==> src/rtl/spi_irq_pkg.sv <==
package spi_irq_pkg;
    localparam int DATA_W  = 8;
    localparam int ADDR_W  = 3;
    localparam int LVL_W   = 3;
    localparam int TBE_BIT = 0;
    localparam int RBF_BIT = 1;
    localparam int TIE_BIT = 4;
    localparam int RIE_BIT = 5;

    typedef enum logic [ADDR_W-1:0] {
        REG_STAT = 3'd0,
        REG_CTRL = 3'd1,
        REG_TXD  = 3'd2,
        REG_RXD  = 3'd3,
        REG_FCLR = 3'd4,
        REG_CEN  = 3'd5,
        REG_LVL  = 3'd6
    } reg_addr_e;

    typedef struct packed {
        logic wr_ctrl;
        logic wr_txd;
        logic rd_rxd;
        logic wr_fclr;
        logic wr_cen;
        logic wr_lvl;
    } access_t;
endpackage

==> src/rtl/spi_irq_decode.sv <==
module spi_irq_decode
    import spi_irq_pkg::*;
#(
    parameter int AW = ADDR_W
) (
    input  logic          wr_en,
    input  logic          rd_en,
    input  logic [AW-1:0] addr,
    output access_t       acc
);
    always_comb begin
        acc         = '0;
        acc.wr_ctrl = wr_en && (addr == REG_CTRL);
        acc.wr_txd  = wr_en && (addr == REG_TXD);
        acc.rd_rxd  = rd_en && (addr == REG_RXD);
        acc.wr_fclr = wr_en && (addr == REG_FCLR);
        acc.wr_cen  = wr_en && (addr == REG_CEN);
        acc.wr_lvl  = wr_en && (addr == REG_LVL);
    end
endmodule

==> src/rtl/spi_irq_status.sv <==
module spi_irq_status
    import spi_irq_pkg::*;
#(
    parameter int DW = DATA_W
) (
    input  logic          clk,
    input  logic          rst_n,
    input  logic          tx_load,
    input  logic          rx_load,
    input  access_t       acc,
    input  logic [DW-1:0] wr_data,
    output logic [DW-1:0] status,
    output logic [DW-1:0] ctrl,
    output logic          pulse
);
    typedef struct packed {
        logic tbe;
        logic rbf;
        logic tie;
        logic rie;
        logic pulse;
    } st_t;

    localparam st_t RST_VAL = '{tbe: 1'b1, rbf: 1'b0, tie: 1'b0, rie: 1'b0, pulse: 1'b0};

    st_t s_d, s_q;

    always_comb begin
        s_d = s_q;
        // transmit empty: strobe has priority over the data write
        if (tx_load)         s_d.tbe = 1'b1;
        else if (acc.wr_txd) s_d.tbe = 1'b0;
        // receive full: strobe has priority over the data read
        if (rx_load)         s_d.rbf = 1'b1;
        else if (acc.rd_rxd) s_d.rbf = 1'b0;
        if (acc.wr_ctrl) begin
            s_d.tie = wr_data[TIE_BIT];
            s_d.rie = wr_data[RIE_BIT];
        end
        // one merged pulse for any enabled cause
        s_d.pulse = (tx_load && s_q.tie) || (rx_load && s_q.rie);
    end

    always_ff @(posedge clk) begin
        if (!rst_n) s_q <= RST_VAL;
        else        s_q <= s_d;
    end

    always_comb begin
        status          = '0;
        status[TBE_BIT] = s_q.tbe;
        status[RBF_BIT] = s_q.rbf;
        ctrl            = '0;
        ctrl[TIE_BIT]   = s_q.tie;
        ctrl[RIE_BIT]   = s_q.rie;
        pulse           = s_q.pulse;
    end
endmodule

==> src/rtl/spi_irq_chan.sv <==
module spi_irq_chan
    import spi_irq_pkg::*;
#(
    parameter int DW = DATA_W,
    parameter int LW = LVL_W
) (
    input  logic          clk,
    input  logic          rst_n,
    input  logic          pulse,
    input  access_t       acc,
    input  logic [DW-1:0] wr_data,
    output logic          flag,
    output logic          req,
    output logic [LW-1:0] lvl
);
    typedef struct packed {
        logic          flag;
        logic          en;
        logic [LW-1:0] lvl;
    } ch_t;

    ch_t c_d, c_q;

    always_comb begin
        c_d = c_q;
        if (pulse)                         c_d.flag = 1'b1;
        else if (acc.wr_fclr && wr_data[0]) c_d.flag = 1'b0;
        if (acc.wr_cen) c_d.en  = wr_data[0];
        if (acc.wr_lvl) c_d.lvl = wr_data[LW-1:0];
    end

    always_ff @(posedge clk) begin
        if (!rst_n) c_q <= '0;
        else        c_q <= c_d;
    end

    assign flag = c_q.flag;
    assign req  = c_q.flag && c_q.en;
    assign lvl  = c_q.lvl;
endmodule

==> src/rtl/spi_irq_top.sv <==
module spi_irq_top
    import spi_irq_pkg::*;
#(
    parameter int DW = DATA_W,
    parameter int AW = ADDR_W,
    parameter int LW = LVL_W
) (
    input  logic          clk,
    input  logic          rst_n,
    input  logic          tx_load_i,
    input  logic          rx_load_i,
    input  logic          wr_en_i,
    input  logic          rd_en_i,
    input  logic [AW-1:0] addr_i,
    input  logic [DW-1:0] wr_data_i,
    output logic [DW-1:0] status_o,
    output logic [DW-1:0] ctrl_o,
    output logic          irq_pulse_o,
    output logic          flag_o,
    output logic          core_req_o,
    output logic [LW-1:0] core_lvl_o
);
    access_t acc;

    spi_irq_decode #(.AW(AW)) u_dec (
        .wr_en (wr_en_i),
        .rd_en (rd_en_i),
        .addr  (addr_i),
        .acc   (acc)
    );

    spi_irq_status #(.DW(DW)) u_stat (
        .clk     (clk),
        .rst_n   (rst_n),
        .tx_load (tx_load_i),
        .rx_load (rx_load_i),
        .acc     (acc),
        .wr_data (wr_data_i),
        .status  (status_o),
        .ctrl    (ctrl_o),
        .pulse   (irq_pulse_o)
    );

    spi_irq_chan #(.DW(DW), .LW(LW)) u_chan (
        .clk     (clk),
        .rst_n   (rst_n),
        .pulse   (irq_pulse_o),
        .acc     (acc),
        .wr_data (wr_data_i),
        .flag    (flag_o),
        .req     (core_req_o),
        .lvl     (core_lvl_o)
    );
endmodule

==> config.mk <==
export PLATFORM = sky130hd
export DESIGN_NAME = spi_irq_top
export DESIGN_NICKNAME = d
export VERILOG_FILES = /design/src/rtl/spi_irq_pkg.sv /design/src/rtl/spi_irq_decode.sv /design/src/rtl/spi_irq_status.sv /design/src/rtl/spi_irq_chan.sv /design/src/rtl/spi_irq_top.sv
export SDC_FILE = /design/constraint.sdc
export NUM_CORES = 1
export LEC_CHECK = 0
export BUFFER_PORTS_ARGS = -buffer_cell sky130_fd_sc_hd__buf_2
export CAP_MARGIN = 20
export CORE_MARGIN = 5
export CORE_UTILIZATION = 37
export CTS_BUF_LIST = sky130_fd_sc_hd__clkbuf_2
export CTS_CLUSTER_SIZE = 40
export DETAILED_ROUTE_END_ITERATION = 8
export PLACE_DENSITY = 0.86
export REMOVE_ABC_BUFFERS = 1
export SYNTH_ARGS = -nofsm -noshare
export SYNTH_HDL_FRONTEND = slang
export SYNTH_SLANG_ARGS = --single-unit
==> constraint.sdc <==
create_clock -name clk -period 0.9 [get_ports clk]
set_clock_uncertainty 0.1 [all_clocks]
set_input_delay 0.18 -clock clk [delete_from_list [all_inputs] [get_ports clk]]
set_output_delay 0.18 -clock clk [all_outputs]
set_load 0.1 [all_outputs]
Word level (Yosys, flattened, before mapping) --
Index checks and enable logic that the tools add are counted.
Cells by class: eq/ne operators 6, muxes and demuxes 4, bitwise logic cells 1, reduce and logical (&&, ||, !) cells 14
Operators by type and width (number):
- 1-bit logical AND | 10
- 3-bit == test (second input constant) | 3
- 3-bit by 2-bit == test with 1-bit output (second input constant) | 2
- 1-bit 2-to-1 mux | 4
- 2-bit nonzero test | 2
- 3-bit by 1-bit == test with 1-bit output (second input constant) | 1
- 2-bit OR reduction | 1
- 1-bit logical OR | 1
- 1-bit NOT | 1
Storage, ports and cells: register bits after elaboration 10, input port bits 17, output and inout port bits 22, word-level logic and storage cells 33

Longest topological paths before layout --
depth in word-level cells 5, depth in mapped cells 3, depth with buffers taken out 2

Modules after synthesis --
From an unflattened synthesis, not the netlist that was laid out.
Second synthesis, totals: cells, all modules 54, area total of the unflattened synthesis 545.5 um2
Modules (own cells, without submodules):
- spi_irq_status | instances 1, cells an instance 28, area an instance 267.8 um2, seq. area each 100.1 um2
- spi_irq_chan | instances 1, cells an instance 20, area an instance 209.0 um2, seq. area each 100.1 um2
- spi_irq_decode | instances 1, cells an instance 6, area an instance 68.8 um2, seq. area each 0.0 um2

Worst setup path after synthesis --
No wires, ideal clock.
path type register -> output, start point register u_chan.c_q, in the netlist u_chan.flag, end point output port core_req_o, data arrival time 1.813 ns, required time 0.620 ns, setup slack -1.193 ns, cell stages (with the launch flop) 2, path buffers 0, cell sequence dfxtp_1 > and2_1
On the way: longest elaborated chain between the ends 1
Ends and longest elaborated chain:
- from (decl) | RTL line spi_irq_chan.sv:22 | ch_t c_d, c_q;
- from (signal assigned) | RTL line spi_irq_chan.sv:33 | if (!rst_n) c_q <= '0;
- from (signal assigned) | RTL line spi_irq_chan.sv:34 | else c_q <= c_d;
- 1-bit logical AND | RTL line spi_irq_chan.sv:38 | assign req = c_q.flag && c_q.en;
- to (decl) | RTL line spi_irq_top.sv:20 | output logic core_req_o,
Every way passes these cells.

Worst setup path after layout --
start point register u_chan.c_q[3] in the netlist's numbering, end point output port core_req_o
Same word-level chain as after synthesis.

==> impl_metrics.json <==
{
  "status": "finished with violations",
  "violations": "negative setup slack",
  "dr_total_vias": 496,
  "area_growth_pct": 61.5,
  "min_period_over_period_pct": 133,
  "grtUsageMet1_pct": 12.1,
  "io_buffers": 23,
  "fin_nets": 108,
  "clk_pin_slew_ps": 110,
  "dieWidth_um": 48.5,
  "yosysSeqAreaShare_pct": 36.4,
  "avgRoutedWirePerCell_um": 13.2,
  "cts_buffer_depth": 2,
  "ys_top_cells_by_area": "dfxtp_1 36%, buf_4 21%, mux2i_1 11%, nand2_1 8.9%, and4b_1 3.6%",
  "synth_top_area_cell": "dfxtp_1",
  "use_met2_pct": 21.7,
  "grt_pass1_wl_mm": 2.37,
  "syn_inst": 61,
  "antenna_found_initial": 0,
  "drtIter0Drc": 15,
  "hold_violations": 0,
  "critPathMaxFanout": 2,
  "numCtsBuffers": 3,
  "fin_ws_ps": -299,
  "finalSetupViolCount": 10,
  "clkLatencyLatePin_ps": 260,
  "cts_hold_buffers": 0,
  "cp-start-kind": "flop",
  "rsz0062_at_grt": "true",
  "fill_cells": 113,
  "dr.pass1.iters": 4,
  "synth_cell_type_count": 19,
  "slowest_stage": "dfxtp_2",
  "maxCapViolCount": 0,
  "ys_ff_latch": 10,
  "syn_area_sq_um": 549,
  "drc": 0,
  "die_y_um": 48.5,
  "drive_gt1_share_pct": 54.4,
  "postSynthAreaPerCell_sq_um": 9.00,
  "grt_max_degree": 9,
  "grt_pass1_vias": 523,
  "gr-usage-all-layers_pct": 12.7,
  "dp_hpwl_mm": 1.06,
  "ir_drop_uv": 920,
  "wirelength_mm": 1.40,
  "yosys.area.top_type_share_pct": 36.4,
  "critPathKind": "reg2out",
  "ioPinCount": 39,
  "clock-sinks": 10,
  "die_area_sq_um": 2360,
  "max_freq_ghz": 0.834,
  "grt_remaining_overflow": 0,
  "top_usage_layer": "met2",
  "p_leak_uw": 0.000407,
  "max_stage_delay_ps": 340,
  "crit_required_ps": 620,
  "hold_path_class": "in2reg",
  "drv_slew": 0,
  "post-route-util_pct": 61.0,
  "viasPerCell": 4.68,
  "hold_slack_ps": 27.5,
  "cts_tree": "built",
  "min_period_ps": 1200,
  "path_buf_inv": 1,
  "cts_max_level": 1,
  "cts_root_buf": "clkbuf_2",
  "core-area_sq_um": 1450,
  "power_density_nw_per_um2": 1350,
  "fin_setup_tns_ps": -2230,
  "grt_util_met3_pct": 7.36,
  "cp_cell_sequence": "and2_4 > buf_12",
  "crit_family": "flip-flops",
  "initial_core_util_pct": 37.8,
  "diodes": 0,
  "drtAntennaViolNets": 0,
  "fp-row-count": 14,
  "ys_warn_count": 0,
  "cp.arrival_ps": 920,
  "gp_congestion": 0.822,
  "end_kind": "output port",
  "total_power_uw": 1190
}
-- where the power goes --
group	leakage [uW]	internal, uW	total [uW]	switching, uW
clock	0.0000140	96.5	271	174
combinational	0.000308	105	460	356
sequential	0.0000855	452	464	12.3
-- stage by stage --
step | setup slack (ps) | cells | instance area [sq um]
2_1_floorplan | -1190 | 55 | 462
3_3_place_gp | -113 | 100 | 805
3_5_place_dp | -148 | 100 | 805
4_1_cts | -301 | 106 | 866
5_1_grt | -343 | 106 | 887
6_report | -299 | 106 | 887
-- what timing repair did --
action | 4_1_cts | 5_1_grt
buffers inserted | 2 | 0
endpoints found under the setup margin | 11 | 13
gates resized for setup | 14 | 6
pin swaps | 1 | 2
-- flip-flops by register name, summed over array words and instances, names as in the netlist --
| signal | cells |
|---|---|
| u_stat.ctrl | 2 |
| u_chan.flag | 1 |
| u_chan.c_q | 1 |
| u_stat.status | 2 |
| u_chan.lvl | 3 |
| u_stat.pulse | 1 |
-- routing by layer --
| metal | wire (um) | vias to the layer above |
|---|---|---|
| li1 | - | 236 |
| met1 | 526 | 226 |
| met2 | 660 | 28 |
| met3 | 172 | 6 |
| met4 | 42 | 0 |
| met5 | 0 | - |
-- cell families (layout without fill, tap and decap cells) --
logic type / Yosys count / after routing / share of synthesized area (%)
AND/OR/NAND/NOR: 21 / 21 / 21.9
buffers and inverters: 18 / 36 / 24.1
flip-flops: 10 / 10 / 36.4
multiplexers: 6 / 6 / 10.9
AO/OA/AOI/OAI: 5 / 5 / 5.92
other: 1 / 12 / 0.683
-- synthesized netlist by cell type --
| cell type | number |
|---|---|
| buf_4 | 15 |
| nand2_1 | 13 |
| dfxtp_1 | 10 |
| mux2i_1 | 6 |
| and4b_1 | 2 |
| o21ai_1 | 2 |
| a211o_1 | 1 |
| a22oi_1 | 1 |
| a31oi_1 | 1 |
| and2_1 | 1 |
| and4bb_1 | 1 |
| buf_2 | 1 |
| buf_6 | 1 |
| conb_1 | 1 |
| inv_1 | 1 |
| nand4b_1 | 1 |
| nand4bb_1 | 1 |
| nor2_1 | 1 |
| nor4b_1 | 1 |
-- placed cells by master, fill, tap and decap left out --
cell / n
and4bb_1: 1
a22oi_2: 1
and4b_1: 2
a31oi_1: 1
nand4b_1: 1
clkbuf_2: 3
dfxtp_2: 8
inv_1: 1
nand4bb_1: 1
nand2_2: 1
buf_6: 3
clkinv_1: 1
o21ai_2: 1
o21ai_1: 1
dfxtp_4: 2
nor4b_2: 1
and2_4: 1
nand2_1: 12
nor2_1: 1
mux2i_1: 6
a211o_1: 1
buf_4: 4
buf_12: 11
conb_1: 12
buf_2: 13
-- worst paths after layout --
kind	depth (start not counted)	start	end	slack [ps]
worst max-delay path	2	u_chan.c_q[3]$_SDFFE_PN0P_	core_req_o	-300
worst min-delay path	2	tx_load_i	u_stat.status[0]$_SDFFE_PP1P_	30
worst max register to register	2	u_stat.pulse$_SDFF_PN0_	u_chan.flag$_SDFFE_PN0P_	10
worst min register to register	2	u_stat.status[1]$_SDFFE_PN0P_	u_stat.status[1]$_SDFFE_PN0P_	380
-- worst register-to-register path, delay by kind of cell, from the launching register on --
family,cells,cell delay [ps]
AND/OR/NAND/NOR,1,220
flip-flops,1,350
AO/OA/AOI/OAI,1,110
-- cell type report --
class | count | area [sq um] | share of cell area [%]
Clock inverter | 1 | 3.75 | 0.423
Tap cell | 16 | 20.0 | 2.26
Clock buffer | 3 | 15.0 | 1.69
Multi-Input combinational cell | 44 | 278 | 31.3
Timing Repair Buffer | 31 | 349 | 39.4
Sequential cell | 10 | 218 | 24.5
Inverter | 1 | 3.75 | 0.423
(Power assumes the default switching activity.)
